`src/rtl/sleep_ctrl_pkg.sv`:
```
package sleep_ctrl_pkg;

  typedef enum logic {
    ST_AWAKE  = 1'b0,
    ST_ASLEEP = 1'b1
  } sc_state_e;

  // Remaining count after one consumed tick
  function automatic logic [7:0] sc_step_down(input logic [7:0] remain);
    return remain - 8'd1;
  endfunction

  // True when the tick being consumed is the last one
  function automatic logic sc_is_final(input logic [7:0] remain);
    return remain == 8'd1;
  endfunction

endpackage

```
`src/rtl/sc_arm_latch.sv`:
```
module sc_arm_latch #(
  parameter int CW = 8
) (
  input  logic          clk,
  input  logic          rst_n,
  input  logic          wr_en,
  input  logic [CW-1:0] wr_data,
  input  logic          take,
  output logic [CW-1:0] value,
  output logic          pending
);
  logic [CW-1:0] held_q;

  always_ff @(posedge clk or negedge rst_n) begin
    if (!rst_n)      held_q <= '0;
    else if (wr_en)  held_q <= wr_data;
    else if (take)   held_q <= '0;
  end

  assign value   = held_q;
  assign pending = |held_q;
endmodule

```
`src/rtl/sc_interval_counter.sv`:
```
module sc_interval_counter
  import sleep_ctrl_pkg::*;
#(
  parameter int CW = 8
) (
  input  logic          clk,
  input  logic          rst_n,
  input  logic          load,
  input  logic [CW-1:0] load_val,
  input  logic          asleep,
  input  logic          wake,
  input  logic          half_tick,
  output logic [CW-1:0] remain,
  output logic          expire
);
  logic [CW-1:0] cnt_q;
  logic          consume;

  assign consume = asleep && !wake && half_tick;
  assign expire  = consume && sc_is_final(cnt_q);

  always_ff @(posedge clk or negedge rst_n) begin
    if (!rst_n)                cnt_q <= '0;
    else if (load)             cnt_q <= load_val;
    else if (wake || expire)   cnt_q <= '0;
    else if (consume)          cnt_q <= sc_step_down(cnt_q);
  end

  assign remain = cnt_q;
endmodule

```
`src/rtl/sc_sleep_fsm.sv`:
```
module sc_sleep_fsm
  import sleep_ctrl_pkg::*;
(
  input  logic clk,
  input  logic rst_n,
  input  logic pending,
  input  logic wr_en,
  input  logic cs_n,
  input  logic expire,
  output logic asleep,
  output logic enter,
  output logic wake
);
  sc_state_e state_q, state_d;

  assign enter = (state_q == ST_AWAKE) && pending && cs_n && !wr_en;
  assign wake  = (state_q == ST_ASLEEP) && !cs_n;

  always_comb begin
    state_d = state_q;
    unique case (state_q)
      ST_AWAKE:  if (enter)          state_d = ST_ASLEEP;
      ST_ASLEEP: if (wake || expire) state_d = ST_AWAKE;
      default:                       state_d = ST_AWAKE;
    endcase
  end

  always_ff @(posedge clk or negedge rst_n) begin
    if (!rst_n) state_q <= ST_AWAKE;
    else        state_q <= state_d;
  end

  assign asleep = (state_q == ST_ASLEEP);
endmodule

```
`src/rtl/sleep_ctrl.sv`:
```
module sleep_ctrl #(
  parameter int CW = 8
) (
  input  logic          clk,
  input  logic          rst_n,
  input  logic          wr_en,
  input  logic [CW-1:0] wr_data,
  input  logic          half_tick,
  input  logic          cs_n,
  output logic          sleep,
  output logic          awake
);
  logic [CW-1:0] armed_val;
  logic [CW-1:0] remain;
  logic          armed;
  logic          asleep;
  logic          enter_evt;
  logic          wake_evt;
  logic          expire_evt;

  sc_arm_latch #(.CW(CW)) u_latch (
    .clk     (clk),
    .rst_n   (rst_n),
    .wr_en   (wr_en),
    .wr_data (wr_data),
    .take    (enter_evt),
    .value   (armed_val),
    .pending (armed)
  );

  sc_sleep_fsm u_fsm (
    .clk     (clk),
    .rst_n   (rst_n),
    .pending (armed),
    .wr_en   (wr_en),
    .cs_n    (cs_n),
    .expire  (expire_evt),
    .asleep  (asleep),
    .enter   (enter_evt),
    .wake    (wake_evt)
  );

  sc_interval_counter #(.CW(CW)) u_cnt (
    .clk       (clk),
    .rst_n     (rst_n),
    .load      (enter_evt),
    .load_val  (armed_val),
    .asleep    (asleep),
    .wake      (wake_evt),
    .half_tick (half_tick),
    .remain    (remain),
    .expire    (expire_evt)
  );

  assign sleep = asleep;
  assign awake = !asleep && !armed;
endmodule

```
`config.mk`:
```
export PLATFORM = sky130hd
export DESIGN_NAME = sleep_ctrl
export DESIGN_NICKNAME = d
export VERILOG_FILES = /design/src/rtl/sleep_ctrl_pkg.sv /design/src/rtl/sc_arm_latch.sv /design/src/rtl/sc_interval_counter.sv /design/src/rtl/sc_sleep_fsm.sv /design/src/rtl/sleep_ctrl.sv
export SDC_FILE = /design/constraint.sdc
export NUM_CORES = 1
export LEC_CHECK = 0
export ABC_CLOCK_PERIOD_IN_PS = 1750
export BUFFER_PORTS_ARGS = -buffer_cell sky130_fd_sc_hd__clkbuf_2
export CAP_MARGIN = 10
export CORE_MARGIN = 2
export CORE_UTILIZATION = 45
export CTS_CLUSTER_DIAMETER = 200
export DETAILED_ROUTE_END_ITERATION = 10
export GPL_ROUTABILITY_DRIVEN = 0
export PLACE_DENSITY = 0.68
export SYNTH_ARGS = -nofsm -noshare
export SYNTH_HDL_FRONTEND = slang
export SYNTH_SLANG_ARGS = --single-unit
export TNS_END_PERCENT = 100
```
`constraint.sdc`:
```
create_clock -name clk -period 1.75 [get_ports clk]
set_clock_uncertainty 0.15 [all_clocks]
set_input_delay 0.0875 -clock clk [delete_from_list [all_inputs] [get_ports clk]]
set_output_delay 0.0875 -clock clk [all_outputs]
set_load 0.1 [all_outputs]
```
==> impl_metrics.py <==
metrics = {
    "status": {
        "status": "complete, but fails checks",
        "violations": "negative setup slack",
    },
    "logic_synthesis": {
        "avgSynthCellArea_um2": 9.31,
        "yosysUniqueCellTypes": 27,
        "synth_mux_area_share_pct": 0,
        "synthXorXnorAreaFrac_pct": 6.72,
        "yosys-top-cells-area": "dfrtp_1 (47%), nand2_1 (10%), xnor2_1 (5.8%)",
        "yosys.area_share.simple_pct": 23.0,
        "synth-compound-area-share_pct": 16.2,
        "synth_ff_type": "dfrtp_1",
        "synth_seq_cells": 17,
        "syn_nets": 113,
        "synth_edf_count": 0,
        "yosys_warnings": 0,
        "synthTopCellsByCount": "nand2_1 (25), dfrtp_1 (17), o21ai_0 (8)",
        "synth_adder_area_share_pct": 2.74,
        "netlist_instances": 98,
        "netlist_area_um2": 912,
        "yosysSeqAreaShare_pct": 46.6,
        "synth_top_area_share_pct": 46.6,
        "async_reset_ff_share_pct": 100,
        "yosys.area.top_type": "dfrtp_1",
        "synth_top_family_by_area": "simple AND/OR/NAND/NOR gates",
        "post-synth-top-count-cell": "nand2_1",
    },
    "layout": {
        "multiInputGateArea_um2": 510,
        "antennaDiodeCount": 0,
        "fin_util_pct": 67.5,
        "layout.nets": 152,
        "seqCellArea_um2": 429,
        "area_delta_synth_final_pct": 43.6,
        "drive_above_1_share_pct": 33.8,
        "fillCellCount": 167,
    },
    "drt": {
        "drt_iter0_markers": 16,
        "wl_met1_um": 945,
        "routed_wl_um": 2170,
        "vias": 825,
        "wl_per_cell_um": 13.3,
        "first_pass_iters": 4,
        "wl_met3_um": 64,
        "drc_errors": 0,
        "routed.top_layer": "met4",
        "via_per_inst": 5.06,
        "wl_met2_um": 1120,
        "ant_nets": 0,
    },
    "flow_run": {
        "drv_cap": 0,
    },
    "sta": {
        "rsz0062_at_grt": "true",
        "hold_violations": 0,
        "slew_headroom_pct": 64.2,
        "finalCritPeriodShare_pct": 113,
        "hold_ws_ps": 47.7,
        "slew_violations": 0,
        "worstMarginPinSlew_ps": 539,
        "setup_viol_count_final": 7,
        "tns_ps": -716,
        "layout_setup_ws_ps": -236,
        "fmax_ghz": 0.504,
        "min_period_ps": 1990,
    },
    "critical_path": {
        "endpoint_kind": "primary output",
        "cp-start-kind": "register",
        "critPathArrivalTime_ps": 1750,
        "path_max_fanout": 2,
        "cp.required_ps": 1510,
        "crit_type": "reg -> out",
    },
    "pwr": {
        "p_clk_share_pct": 16.9,
        "comb_power_share_pct": 39.4,
        "p_int_uw": 796,
        "p_sw_share_pct": 35.9,
        "p_sw_uw": 446,
        "p_total_mw": 1.24,
        "ir_drop_mv": 0.574,
        "power_leakage_nw": 0.583,
        "seqPwrFrac_pct": 43.7,
        "cellPowerDensity_nw_per_um2": 949,
    },
    "clock_tree": {
        "clkSinkCount": 17,
        "cts_max_level": 1,
        "cts_buffer_depth": 2,
        "insertion_delay_ps": 290,
        "clk_pin_slew_ps": 100,
        "cts_buffers": 3,
        "cts_tree": "done",
        "root_buffer": "clkbuf_4",
    },
    "grt": {
        "grt_use_total_pct": 19.6,
        "grt_antenna_before_repair": 0,
        "first_global_vias": 794,
        "overflow": 0,
        "grt_pass1_wl_um": 3540,
        "grt_start_max_net_pins": 19,
    },
    "placement": {
        "numPortBuffers": 14,
        "place_hpwl_um": 1490,
    },
    "floorplanning": {
        "coreArea_um2": 1940,
        "dieArea_um2": 2400,
        "rows": 16,
        "start_util_pct": 47.0,
        "io_pins": 15,
        "die_w_um": 49.0,
        "die_h_um": 49.0,
    },
    "hold_path": {
        "hp-class": "in -> reg",
    },
}
-- power by group through the flow --
stage          logic [mW]  clock network [mW]  registers (mW)
4_1_cts             0.431               0.214           0.533
2_1_floorplan       0.241                   0           0.561
6_report            0.490               0.209           0.544
5_1_grt             0.545               0.243           0.550
3_3_place_gp        0.385                   0           0.538
3_5_place_dp        0.397                   0           0.542
-- cell families after synthesis --
kind of cell | Yosys count
flops | 17
buf+inv | 7
fa+ha+maj | 2
simple gates | 44
compound gates | 21
xor+xnor | 7
-- layout make-up --
| class | count | area share (%) |
|---|---|---|
| repair buffers | 37 | 22.4 |
| inverters | 4 | 1.15 |
| clock inverters | 1 | 0.382 |
| multi-input cells | 74 | 39.0 |
| well taps | 27 | 2.58 |
| flip-flops and latches | 17 | 32.8 |
| clock buffers | 3 | 1.72 |
-- flip-flops by register name (all words and copies together), names as in the netlist --
| signal | cells |
|---|---|
| u_cnt.remain | 8 |
| u_fsm.asleep | 1 |
| u_latch.value | 8 |
-- metal layers --
metal,global-route usage (%),vias to the layer above
met5,0,-
met4,8.57,0
met3,2.15,5
met2,33.6,20
met1,25.0,383
li1,-,417
-- layout by cell type (no fill, tap or decap), types with 3 or more instances in the layout --
cell type	n
nor2_1	4
buf_6	3
o21ai_0	8
clkbuf_2	13
xnor2_1	6
dlygate4sd3_1	10
nand2_1	25
clkbuf_4	3
dfrtp_1	16
buf_4	10
inv_1	4
o21ai_2	3
-- metrics by stage --
stage	instance area [µm²]	worst slack, ps	cells
2_1_floorplan	927	-209	98
3_3_place_gp	1100	-8.63	147
3_5_place_dp	1100	-43.6	147
4_1_cts	1250	-265	162
5_1_grt	1310	-300	163
6_report	1310	-236	163
-- path summary, 6_finish.rpt --
check,endpoint,from,slack (ps),cells after the start
worst max-delay path,awake,u_latch.value[0],-240,4
worst min-delay path,u_latch.value[5],wr_en,50,3
worst max register to register,u_cnt.remain[7],u_latch.value[6],-100,4
worst min register to register,u_cnt.remain[3],u_latch.value[3],420,2
max in group asynchronous,u_fsm.asleep,rst_n,1020,2
min in group asynchronous,u_cnt.remain[5],rst_n,90,2
-- critical path: stages (launching register included) --
cell and delay, ps:
dfrtp_1 380, or4_4 540, buf_6 140, nor3_4 200
buf_12 200
-- timing repair --
item                                    CTS  global route
endpoints found under the hold margin    26             0
gates resized for setup                   3            10
endpoints found under the setup margin    7            10
pin swaps                                 3             5
setup buffers                             1             1
hold buffers                             10             0
Note: power is estimated with default switching activity, not from simulation.
